**config.mk**
```make
export PLATFORM = sky130hd
export DESIGN_NAME = rtc_regport
export DESIGN_NICKNAME = d
export VERILOG_FILES = /design/src/rtl/rtc_regport_pkg.sv /design/src/rtl/rtc_regport_decode.sv /design/src/rtl/rtc_regport_store.sv /design/src/rtl/rtc_regport_flags.sv /design/src/rtl/rtc_regport.sv
export SDC_FILE = /design/constraint.sdc
export NUM_CORES = 2
export LEC_CHECK = 0
export BUFFER_PORTS_ARGS = -buffer_cell sky130_fd_sc_hd__buf_4
export CAP_MARGIN = 20
export CORE_ASPECT_RATIO = 0.9
export CORE_MARGIN = 4
export CORE_UTILIZATION = 45
export CTS_BUF_LIST = sky130_fd_sc_hd__clkbuf_16
export CTS_CLUSTER_SIZE = 24
export DETAILED_ROUTE_END_ITERATION = 8
export PLACE_DENSITY = 0.6
export SLEW_MARGIN = 20
export SYNTH_ARGS = -nofsm -noshare
export SYNTH_HDL_FRONTEND = slang
export SYNTH_SLANG_ARGS = --single-unit
export TNS_END_PERCENT = 100
```
**constraint.sdc**
```tcl
create_clock -name clk -period 58.4 [get_ports clk]
set_clock_uncertainty 0.15 [all_clocks]
set_input_delay 11.68 -clock clk [delete_from_list [all_inputs] [get_ports clk]]
set_output_delay 11.68 -clock clk [all_outputs]
set_load 0.03 [all_outputs]
```
**src/rtl/rtc_regport_pkg.sv**
```systemverilog
package rtc_regport_pkg;
  // Bit positions inside control byte B; C flags share positions 6:4.
  localparam int B_HOLD = 7;
  localparam int B_PER  = 6;
  localparam int B_ALM  = 5;
  localparam int B_UPD  = 4;
  localparam int B_SQW  = 3;
  localparam int C_REQ  = 7;

  typedef enum logic [2:0] {
    K_PLAIN,
    K_TIME,
    K_CTLA,
    K_CTLB,
    K_STAT,
    K_FIXED
  } loc_kind_e;
endpackage

```
**src/rtl/rtc_regport_decode.sv**
```systemverilog
module rtc_regport_decode
  import rtc_regport_pkg::*;
#(
  parameter int IDX_W       = 7,
  parameter int A_IDX       = 10,
  parameter int B_IDX       = 11,
  parameter int C_IDX       = 12,
  parameter int D_IDX       = 13,
  parameter int ALIAS_IDX   = 50,
  parameter int CENT_IDX    = 55,
  parameter logic [15:0] TIME_LO_MAP = 16'h03D5
) (
  input  logic [IDX_W-1:0] idx_i,
  output logic [IDX_W-1:0] eff_idx_o,
  output logic             alias_hit_o,
  output loc_kind_e        kind_o
);
  always_comb begin
    alias_hit_o = (idx_i == IDX_W'(ALIAS_IDX));
    eff_idx_o   = alias_hit_o ? IDX_W'(CENT_IDX) : idx_i;
    if (eff_idx_o == IDX_W'(A_IDX))      kind_o = K_CTLA;
    else if (eff_idx_o == IDX_W'(B_IDX)) kind_o = K_CTLB;
    else if (eff_idx_o == IDX_W'(C_IDX)) kind_o = K_STAT;
    else if (eff_idx_o == IDX_W'(D_IDX)) kind_o = K_FIXED;
    else if (eff_idx_o == IDX_W'(CENT_IDX)) kind_o = K_TIME;
    else if ((eff_idx_o < IDX_W'(16)) && TIME_LO_MAP[eff_idx_o[3:0]]) kind_o = K_TIME;
    else kind_o = K_PLAIN;
  end
endmodule

```
**src/rtl/rtc_regport_store.sv**
```systemverilog
module rtc_regport_store
  import rtc_regport_pkg::*;
#(
  parameter int DEPTH = 128,
  parameter int IDX_W = 7,
  parameter int A_IDX = 10,
  parameter int B_IDX = 11,
  parameter int C_IDX = 12,
  parameter int D_IDX = 13,
  parameter logic [7:0] A_RST = 8'h26,
  parameter logic [7:0] B_RST = 8'h02,
  parameter logic [7:0] D_RST = 8'h80
) (
  input  logic             clk,
  input  logic             rst_n,
  input  logic             dev_rst_i,
  input  logic             wr_en_i,
  input  logic [IDX_W-1:0] idx_i,
  input  logic [7:0]       wdata_i,
  output logic [7:0]       rdata_o,
  output logic [7:0]       a_o,
  output logic [7:0]       b_o
);
  localparam logic [7:0] DEVRST_KEEP = ~(8'(1) << B_PER | 8'(1) << B_ALM | 8'(1) << B_SQW);

  logic [7:0] byte_q [DEPTH];

  for (genvar g = 0; g < DEPTH; g++) begin : g_byte
    localparam logic [7:0] RV = (g == A_IDX) ? A_RST :
                                (g == B_IDX) ? B_RST :
                                (g == D_IDX) ? D_RST : 8'h00;
    localparam bit WRITABLE = (g != C_IDX) && (g != D_IDX);
    logic [7:0] q;
    logic [7:0] nxt;
    logic       en;

    always_comb begin
      nxt = q;
      en  = WRITABLE && wr_en_i && (idx_i == IDX_W'(g));
      if (en) begin
        if (g == A_IDX) nxt = {1'b0, wdata_i[6:0]};
        else            nxt = wdata_i;
      end
      if (dev_rst_i && (g == B_IDX)) nxt = nxt & DEVRST_KEEP;
    end

    always_ff @(posedge clk or negedge rst_n) begin
      if (!rst_n) q <= RV;
      else        q <= nxt;
    end

    assign byte_q[g] = q;
  end

  assign rdata_o = byte_q[idx_i];
  assign a_o     = byte_q[A_IDX];
  assign b_o     = byte_q[B_IDX];
endmodule

```
**src/rtl/rtc_regport_flags.sv**
```systemverilog
module rtc_regport_flags
  import rtc_regport_pkg::*;
(
  input  logic       clk,
  input  logic       rst_n,
  input  logic       dev_rst_i,
  input  logic [2:0] evt_i,
  input  logic       rd_clr_i,
  input  logic       b_wr_i,
  input  logic [7:0] b_new_i,
  input  logic [7:0] b_cur_i,
  output logic [7:0] stat_o,
  output logic       irq_o
);
  logic [7:0] stat_q, stat_d;
  logic [2:0] raised;
  logic [7:0] b_eff;

  always_comb begin
    b_eff  = b_wr_i ? b_new_i : b_cur_i;
    stat_d = stat_q;
    if (b_wr_i) stat_d[C_REQ] = |(b_new_i[6:4] & stat_q[6:4]);
    if (rd_clr_i) stat_d = 8'h00;
    raised      = evt_i & ~stat_d[6:4];
    stat_d[6:4] = stat_d[6:4] | evt_i;
    if (|(raised & b_eff[6:4])) stat_d[C_REQ] = 1'b1;
    if (dev_rst_i) stat_d = 8'h00;
  end

  always_ff @(posedge clk or negedge rst_n) begin
    if (!rst_n) stat_q <= 8'h00;
    else        stat_q <= stat_d;
  end

  assign stat_o = stat_q;
  assign irq_o  = stat_q[C_REQ];
endmodule

```
**src/rtl/rtc_regport.sv**
```systemverilog
module rtc_regport
  import rtc_regport_pkg::*;
#(
  parameter int DEPTH     = 128,
  parameter int A_IDX     = 10,
  parameter int B_IDX     = 11,
  parameter int C_IDX     = 12,
  parameter int D_IDX     = 13,
  parameter int ALIAS_IDX = 50,
  parameter int CENT_IDX  = 55
) (
  input  logic       clk,
  input  logic       rst_n,
  input  logic       dev_rst_i,
  input  logic       bus_sel_i,
  input  logic       bus_wr_i,
  input  logic       bus_rd_i,
  input  logic [7:0] bus_wdata_i,
  output logic [7:0] bus_rdata_o,
  input  logic [2:0] evt_i,
  input  logic       uip_i,
  output logic       irq_o,
  output logic       tfield_wr_o,
  output logic [6:0] fwd_idx_o,
  output logic [7:0] fwd_data_o,
  output logic       ctl_chg_o,
  output logic [6:0] ctl_a_o,
  output logic [7:0] ctl_b_o
);
  localparam int IDX_W = $clog2(DEPTH);

  // reset: asserted asynchronously, released on a clock edge
  logic [1:0] rst_sync_q;
  logic       rst_sn;
  always_ff @(posedge clk or negedge rst_n) begin
    if (!rst_n) rst_sync_q <= 2'b00;
    else        rst_sync_q <= {rst_sync_q[0], 1'b1};
  end
  assign rst_sn = rst_sync_q[1];

  logic [IDX_W-1:0] idx_q, idx_d, eff_idx;
  logic             alias_hit;
  loc_kind_e        kind;
  logic             data_wr, data_rd, data_acc;
  logic [7:0]       wval, store_rd, a_byte, b_byte, stat;
  logic             tf_q, tf_d, cc_q, cc_d;
  logic [6:0]       fi_q, fi_d;
  logic [7:0]       fd_q, fd_d;

  rtc_regport_decode #(
    .IDX_W(IDX_W), .A_IDX(A_IDX), .B_IDX(B_IDX), .C_IDX(C_IDX),
    .D_IDX(D_IDX), .ALIAS_IDX(ALIAS_IDX), .CENT_IDX(CENT_IDX)
  ) u_dec (
    .idx_i(idx_q), .eff_idx_o(eff_idx), .alias_hit_o(alias_hit), .kind_o(kind)
  );

  always_comb begin
    data_wr  = bus_wr_i & bus_sel_i;
    data_rd  = bus_rd_i & bus_sel_i;
    data_acc = data_wr | data_rd;
    wval     = bus_wdata_i;
    if (kind == K_CTLB && bus_wdata_i[B_HOLD]) wval[B_UPD] = 1'b0;
    idx_d = idx_q;
    if (bus_wr_i && !bus_sel_i) idx_d = bus_wdata_i[IDX_W-1:0];
    else if (data_acc && alias_hit) idx_d = eff_idx;
    tf_d = data_wr && (kind == K_TIME);
    cc_d = data_wr && (kind == K_CTLA || kind == K_CTLB);
    fi_d = fi_q;
    fd_d = fd_q;
    if (tf_d) begin
      fi_d = 7'(eff_idx);
      fd_d = wval;
    end
  end

  always_ff @(posedge clk or negedge rst_sn) begin
    if (!rst_sn) begin
      idx_q <= '0;
      tf_q  <= 1'b0;
      cc_q  <= 1'b0;
      fi_q  <= '0;
      fd_q  <= '0;
    end else begin
      idx_q <= idx_d;
      tf_q  <= tf_d;
      cc_q  <= cc_d;
      fi_q  <= fi_d;
      fd_q  <= fd_d;
    end
  end

  rtc_regport_store #(
    .DEPTH(DEPTH), .IDX_W(IDX_W), .A_IDX(A_IDX), .B_IDX(B_IDX),
    .C_IDX(C_IDX), .D_IDX(D_IDX)
  ) u_store (
    .clk(clk), .rst_n(rst_sn), .dev_rst_i(dev_rst_i), .wr_en_i(data_wr),
    .idx_i(eff_idx), .wdata_i(wval), .rdata_o(store_rd),
    .a_o(a_byte), .b_o(b_byte)
  );

  rtc_regport_flags u_flags (
    .clk(clk), .rst_n(rst_sn), .dev_rst_i(dev_rst_i), .evt_i(evt_i),
    .rd_clr_i(data_rd && kind == K_STAT),
    .b_wr_i(data_wr && kind == K_CTLB), .b_new_i(wval), .b_cur_i(b_byte),
    .stat_o(stat), .irq_o(irq_o)
  );

  always_comb begin
    if (!bus_sel_i)          bus_rdata_o = 8'hFF;
    else if (kind == K_STAT) bus_rdata_o = stat;
    else if (kind == K_CTLA) bus_rdata_o = {uip_i, a_byte[6:0]};
    else                     bus_rdata_o = store_rd;
  end

  assign tfield_wr_o = tf_q;
  assign fwd_idx_o   = fi_q;
  assign fwd_data_o  = fd_q;
  assign ctl_chg_o   = cc_q;
  assign ctl_a_o     = a_byte[6:0];
  assign ctl_b_o     = b_byte;
endmodule

```
# Yosys cells after proc, flatten, opt, wreduce, memory -nomap -nowiden
# Memory sizes are Yosys's and may differ from the RTL's.
# Cells that the tools add are included.
[word_totals] reg_bits=1041 latchBits=0 mem_bits_rw=0 rom_bits=16 inputBits=18 elab_cells=448 memories=1
[op_classes] add_sub_neg=0 n_mul=0 div_mod_pow=0 n_lt_le_gt_ge=3 eq_ne=132 n_shift=0 mux=24 bitwise_logic=9 reduce_logical=143
[mem_list] memory="(no name shown)" words=16 width=1 rd=1 rd_clocked_by_memory_dff=0 wr=0 line_no="rtc_regport_decode.sv:26" source="else if ((eff_idx_o < IDX_W'(16)) && TIME_LO_MAP[eff_idx_o[3:0]]) kind_o = K_TIME;"
[op_table] operator="== test 7 bit (second input constant)" n=64
[op_table] operator="== test 7 x 6 -> 1 bit (second input constant)" n=33
[op_table] operator="logical AND 1 bit" n=134
[op_table] operator="== test 7 x 5 -> 1 bit (second input constant)" n=16
[op_table] operator="2-to-1 mux 8 bit" n=8
[op_table] operator="binary-select mux 8 bit (select 7 bit)" n=1
[op_table] operator="== test 7 x 4 -> 1 bit (second input constant)" n=8
[op_table] operator="2-to-1 mux 7 bit" n=5
[op_table] operator="== test 7 x 3 -> 1 bit (second input constant)" n=4
[op_table] operator="2-to-1 mux 3 bit" n=5
[op_table] operator="== test 7 x 2 -> 1 bit (second input constant)" n=2
[op_table] operator="bitwise AND 3 bit" n=3
[op_table] operator=">= comparator 8 bit (second input constant)" n=1
[op_table] operator="inverter 7 -> 8 bit" n=1
[op_table] operator="== test 7 x 1 -> 1 bit (second input constant)" n=1
[op_table] operator="logical NOT 7 bit" n=1
[op_table] operator="less-than comparator 7 x 5 -> 1 bit (second input constant)" n=1
[op_table] operator="== test 3 x 2 -> 1 bit (second input constant)" n=2
[op_table] operator="nonzero test 2 bit" n=3
[op_table] operator="OR reduction 3 bit" n=2
[op_table] operator="less-than comparator 4 x 5 -> 1 bit (second input constant)" n=1
[op_table] operator="2-to-1 mux 1 bit" n=5
[op_table] operator="nonzero test 4 bit" n=1
[op_table] operator="== test 3 x 1 -> 1 bit (second input constant)" n=1
[op_table] operator="7 further kinds" n=8

# Longest topological paths before layout
[depth] ltp_word=24 ltp_mapped=12

# By module
# From an unflattened synthesis, not the netlist that was laid out.
[unflattened] cells_unflattened=3250 area_unflattened_um2=48327.6
[modules_own_cells] mod="rtc_regport_store" instances=1 cells_each=3084 area_per_inst_um2=46530.9 seq_area_each_um2=25204.2
[modules_own_cells] mod="rtc_regport" instances=1 cells_each=114 area_per_inst_um2=1392.6 seq_area_each_um2=650.6
[modules_own_cells] mod="rtc_regport_flags" instances=1 cells_each=30 area_per_inst_um2=272.8 seq_area_each_um2=100.1
[modules_own_cells] mod="rtc_regport_decode" instances=1 cells_each=22 area_per_inst_um2=131.4 seq_area_each_um2=0.0

# Worst setup path before layout
# OpenSTA, ideal clock, no wires.
[synth_path] path_type="input to output" from="input bus_sel_i" to="output bus_rdata_o[0]" arrival_ps=13155 t_required_ps=46570 slack_ps=33415 path_stages=7 n_path_buf=1 cell_sequence="clkbuf_1 nand2_1 a31oi_1 nand4_1 or4_1 nor4_1 a31oi_1"
[synth_between] elab_chain_cells=1
[synth_rtl] item="start, declared" line_no="rtc_regport.sv:15" source="input logic bus_sel_i,"
[synth_rtl] item="2-to-1 mux 8 bit" line_no="rtc_regport.sv:109" source="if (!bus_sel_i) bus_rdata_o = 8'hFF;"
[synth_rtl] item="end, declared" line_no="rtc_regport.sv:19" source="output logic [7:0] bus_rdata_o,"
# Every way passes these cells.

# Worst setup path in the final report
# Ends and elaborated chain as after synthesis.

==> key figures <==
Run status
  • Outcome: completed

Timing
  • Final setup violation count: 0
  • Slew HR: 0.235
  • Fin crit period: 25760 ps
  • Worst Tran Pin Value: 1140 ps
  • Final setup TNS: 0 ps
  • FMAX: 0.0388 GHz
  • Max-slew violations: 0
  • Tcrit/Tclk final: 0.441
  • Fin Hold WS: 200 ps
  • Final Hold Fails: 0
  • RSZ-0062 raised after global routing: no

Placement
  • Port bufs: 58
  • Placer Congestion: between 0.9 and 1
  • Half-perimeter wire length after placement: 99100 µm
  • Placed cell count: 5032

Drt
  • Drt pass-1 iters: 6
  • Wire per inst: 29.6 µm
  • Antenna Nets Post-Route: 0
  • Final wirelength: 155000 µm
  • Vias/cell: 6.29
  • DRT iter0 DRCs: around 3400
  • Routed vias: 32900
  • Remaining DRCs: 0

Layout
  • Nets: 3783
  • Reg area: 26000 µm²
  • Filler cell count: 9366
  • Most frequent cells in the layout: mux2_2, dfrtp_1, nand2_1
  • Area taken by multi-input logic gates: approximately 21000 µm²
  • Most common cell after layout, fill and taps aside: mux2_2
  • Layout Cells excl Fill: 5231
  • Layout cells sized above 1: 0.363
  • Area Growth Syn to Fin: 10.1%

CTS
  • Hold buffers post-CTS: 0
  • CTS tree: built
  • Worst-path clk slew: 60 ps
  • Clock Latency Late Sink: 710 ps
  • Post-CTS Resized: 0
  • Max Root-Sink Buffers: 3
  • H-Tree Depth: 3
  • Clock root cell: clkbuf_16
  • Postcts setup bufs: 0
  • TritonCTS Buffers: 110
  • CTS sink cnt: 1037

Floorplan
  • Std cell rows: between 100 and 150
  • Core area: 106000 µm²
  • Chip width: 354 µm
  • Full die area: between 100000 and 150000 µm²
  • IO Pins: 59
  • Die height: roughly 320 µm
  • Initial core utilization: 0.456

Global route
  • GRT Total Usage: 0.271
  • First-pass GRT wire length: between 200000 and 250000 µm
  • Largest net degree at the start of global routing: 182
  • Number of global-route vias before repair: 32883
  • Grt total ovfl: 0
  • Initial antenna violation count: 7

Logic synthesis
  • Post-synthesis cell count: between 3000 and 4000
  • Main flop type after synthesis: dfrtp_1
  • Number of flops mapped to enable cells by yosys: 0
  • Fraction of synthesized area in multiplexers: 0.282
  • Synth Area in Simple Gates: 0.0603
  • Ys async rst share: 1.00
  • Ys Warns: 0
  • Post-Syn Area: roughly 48000 µm²
  • Distinct cells, synth: 83
  • Syn_area_per_cell: approximately 13 µm²
  • Largest family of logic cells by synthesized area: multiplexers
  • XOR/XNOR share of the synthesized area: 0
  • Post-Syn Nets: 3831
  • Adder-Cell Fraction of Synth Area: 0
  • Compound-Gate Fraction of Synth Area: 0.0905
  • Register area share after synthesis: 0.537
  • FF+latch count, synth: 1037

Power and ir drop
  • Switching power: 528 µW
  • Clk pwr share: 0.369
  • Sequential share of power: 0.464
  • Power Internal: 1.26 mW
  • Leak: 25.0 nW
  • Total power: 1.78 mW
  • Combinational fraction of design power: 0.167
  • Sw frac: 0.296
  • Power per Cell Area: around 34 nW/µm²
  • Peak supply drop: 24.9 µV

Critical path
  • Cell family with most CP delay: simple AND/OR/NAND/NOR gates
  • Crit-path max FO: 13
  • Buffers plus inverters on the worst setup path: 2
  • Worst Path Arrival: 13930 ps
  • WP data required: between 40000 and 50000 ps
  • R2R cell count: 7
  • CP Cell Sequence: buf_4, nand2_1, a31oi_1, nand4_1, or4_1, nor4_1, a31oi_1, buf_4
  • Worst setup SP type: input pin
  • Critical path class: in -> out
  • Critical Path Slowest Stage Cell: nor4_1
  • Critical Path Max Stage Delay: 520 ps
  • WP depth: 8
  • Worst setup EP type: output pin

Job
  • Max Cap Violations: 0

Hold path
  • HP Class: reg -> reg
  • Hold Path Cell Cnt: 0
cells in the mapped netlist (36+ instances only):
| cell | count | area share |
|---|---|---|
| dfrtp_1 | 1033 | 0.53 |
| a31oi_1 | 45 | 0.0058 |
| nand2_1 | 227 | 0.018 |
| a21oi_1 | 67 | 0.0069 |
| mux2_2 | 1036 | 0.24 |
| a211oi_1 | 141 | 0.022 |
| buf_2 | 94 | 0.0097 |
| o21ai_0 | 113 | 0.012 |
| nor2b_1 | 83 | 0.011 |
| nor2_1 | 139 | 0.011 |
| o221ai_1 | 36 | 0.0065 |
| o22ai_1 | 66 | 0.0085 |
| mux2i_1 | 164 | 0.034 |
| clkbuf_1 | 166 | 0.013 |
per-stage QoR:
stage / area (µm²) / setup WS [ps] / util
2_1_floorplan: 48400 / 27210 / -
5_1_grt: 53300 / 32640 / 0.502
3_3_place_gp: 49900 / 32800 / 0.470
4_1_cts: 53200 / 32700 / 0.502
3_5_place_dp: 49900 / 32700 / 0.470
6_report: 53300 / 32640 / 0.502
power by group through the flow:
| stage | combinational [mW] | sequential, mW | clock, mW |
|---|---|---|---|
| after floorplan | 0.176 | 0.848 | 0 |
| after global placement | 0.292 | 0.837 | 0 |
| after detailed placement | 0.295 | 0.839 | 0 |
| after CTS | 0.296 | 0.826 | 0.670 |
| after global routing | 0.315 | 0.835 | 0.699 |
| final | 0.298 | 0.827 | 0.659 |
worst register-to-register path, stage by stage, from the launching register on:
cell      delay (ps)
dfrtp_4          850
nand2b_1         580
buf_4            410
a21oi_2          460
buf_4            400
nand2_1          580
nor2_1          1020
mux2_2           420
routing by layer:
metal | vias up | part of all wire | track usage
met1 | 17488 | 0.45 | 0.396
met2 | 1226 | 0.44 | 0.401
met5 | - | 0 | 0
met4 | 0 | 0.040 | 0.0998
met3 | 304 | 0.078 | 0.0558
li1 | 13882 | - | -
cell type report:
cell class / instances / share of cell area
Multi-Input combinational cell: 2448 / 0.395
Clock buffer: 110 / 0.0517
Sequential cell: 1037 / 0.488
Clock inverter: 86 / 0.0108
Antenna cell: 2 / 0.0000940
Inverter: 27 / 0.00195
Timing Repair Buffer: 141 / 0.0209
Tap cell: 1380 / 0.0324
sequential cells by signal, summed over array words and instances, names as in the netlist:
signal            cells
ctl_chg_o             1
u_store.g_byte.q    992
fwd_data_o            8
u_store.a_o           7
idx_q                 7
u_store.b_o           8
u_flags.stat_o        4
fwd_idx_o             7
rst_sync_q            2
tfield_wr_o           1
worst paths after layout:
path / slack [ps] / to / startpoint
min in group asynchronous: 350 / u_store.g_byte[16].q[1]$_DFFE_PN0P_ / rst_sync_q[1]$_DFF_PN0_
worst max register to register: 53410 / u_store.g_byte[34].q[3]$_DFFE_PN0P_ / idx_q[1]$_DFFE_PN0P_
worst min-delay path: 200 / rst_sync_q[1]$_DFF_PN0_ / rst_sync_q[0]$_DFF_PN0_
worst max-delay path: 32640 / bus_rdata_o[0] / bus_sel_i
max in group asynchronous: 47410 / rst_sync_q[1]$_DFF_PN0_ / rst_n
worst min register to register: 200 / rst_sync_q[1]$_DFF_PN0_ / rst_sync_q[0]$_DFF_PN0_
logic make-up (layout without fill, tap and decap cells):
family | count (synthesis) | count (layout)
other | 1 | 3
DFF | 1037 | 1037
and+or+nand+nor | 602 | 602
buffers and inverters | 328 | 364
AOI/OAI and AO/OA | 628 | 628
muxes | 1217 | 1217
(Power assumes the default switching activity.)
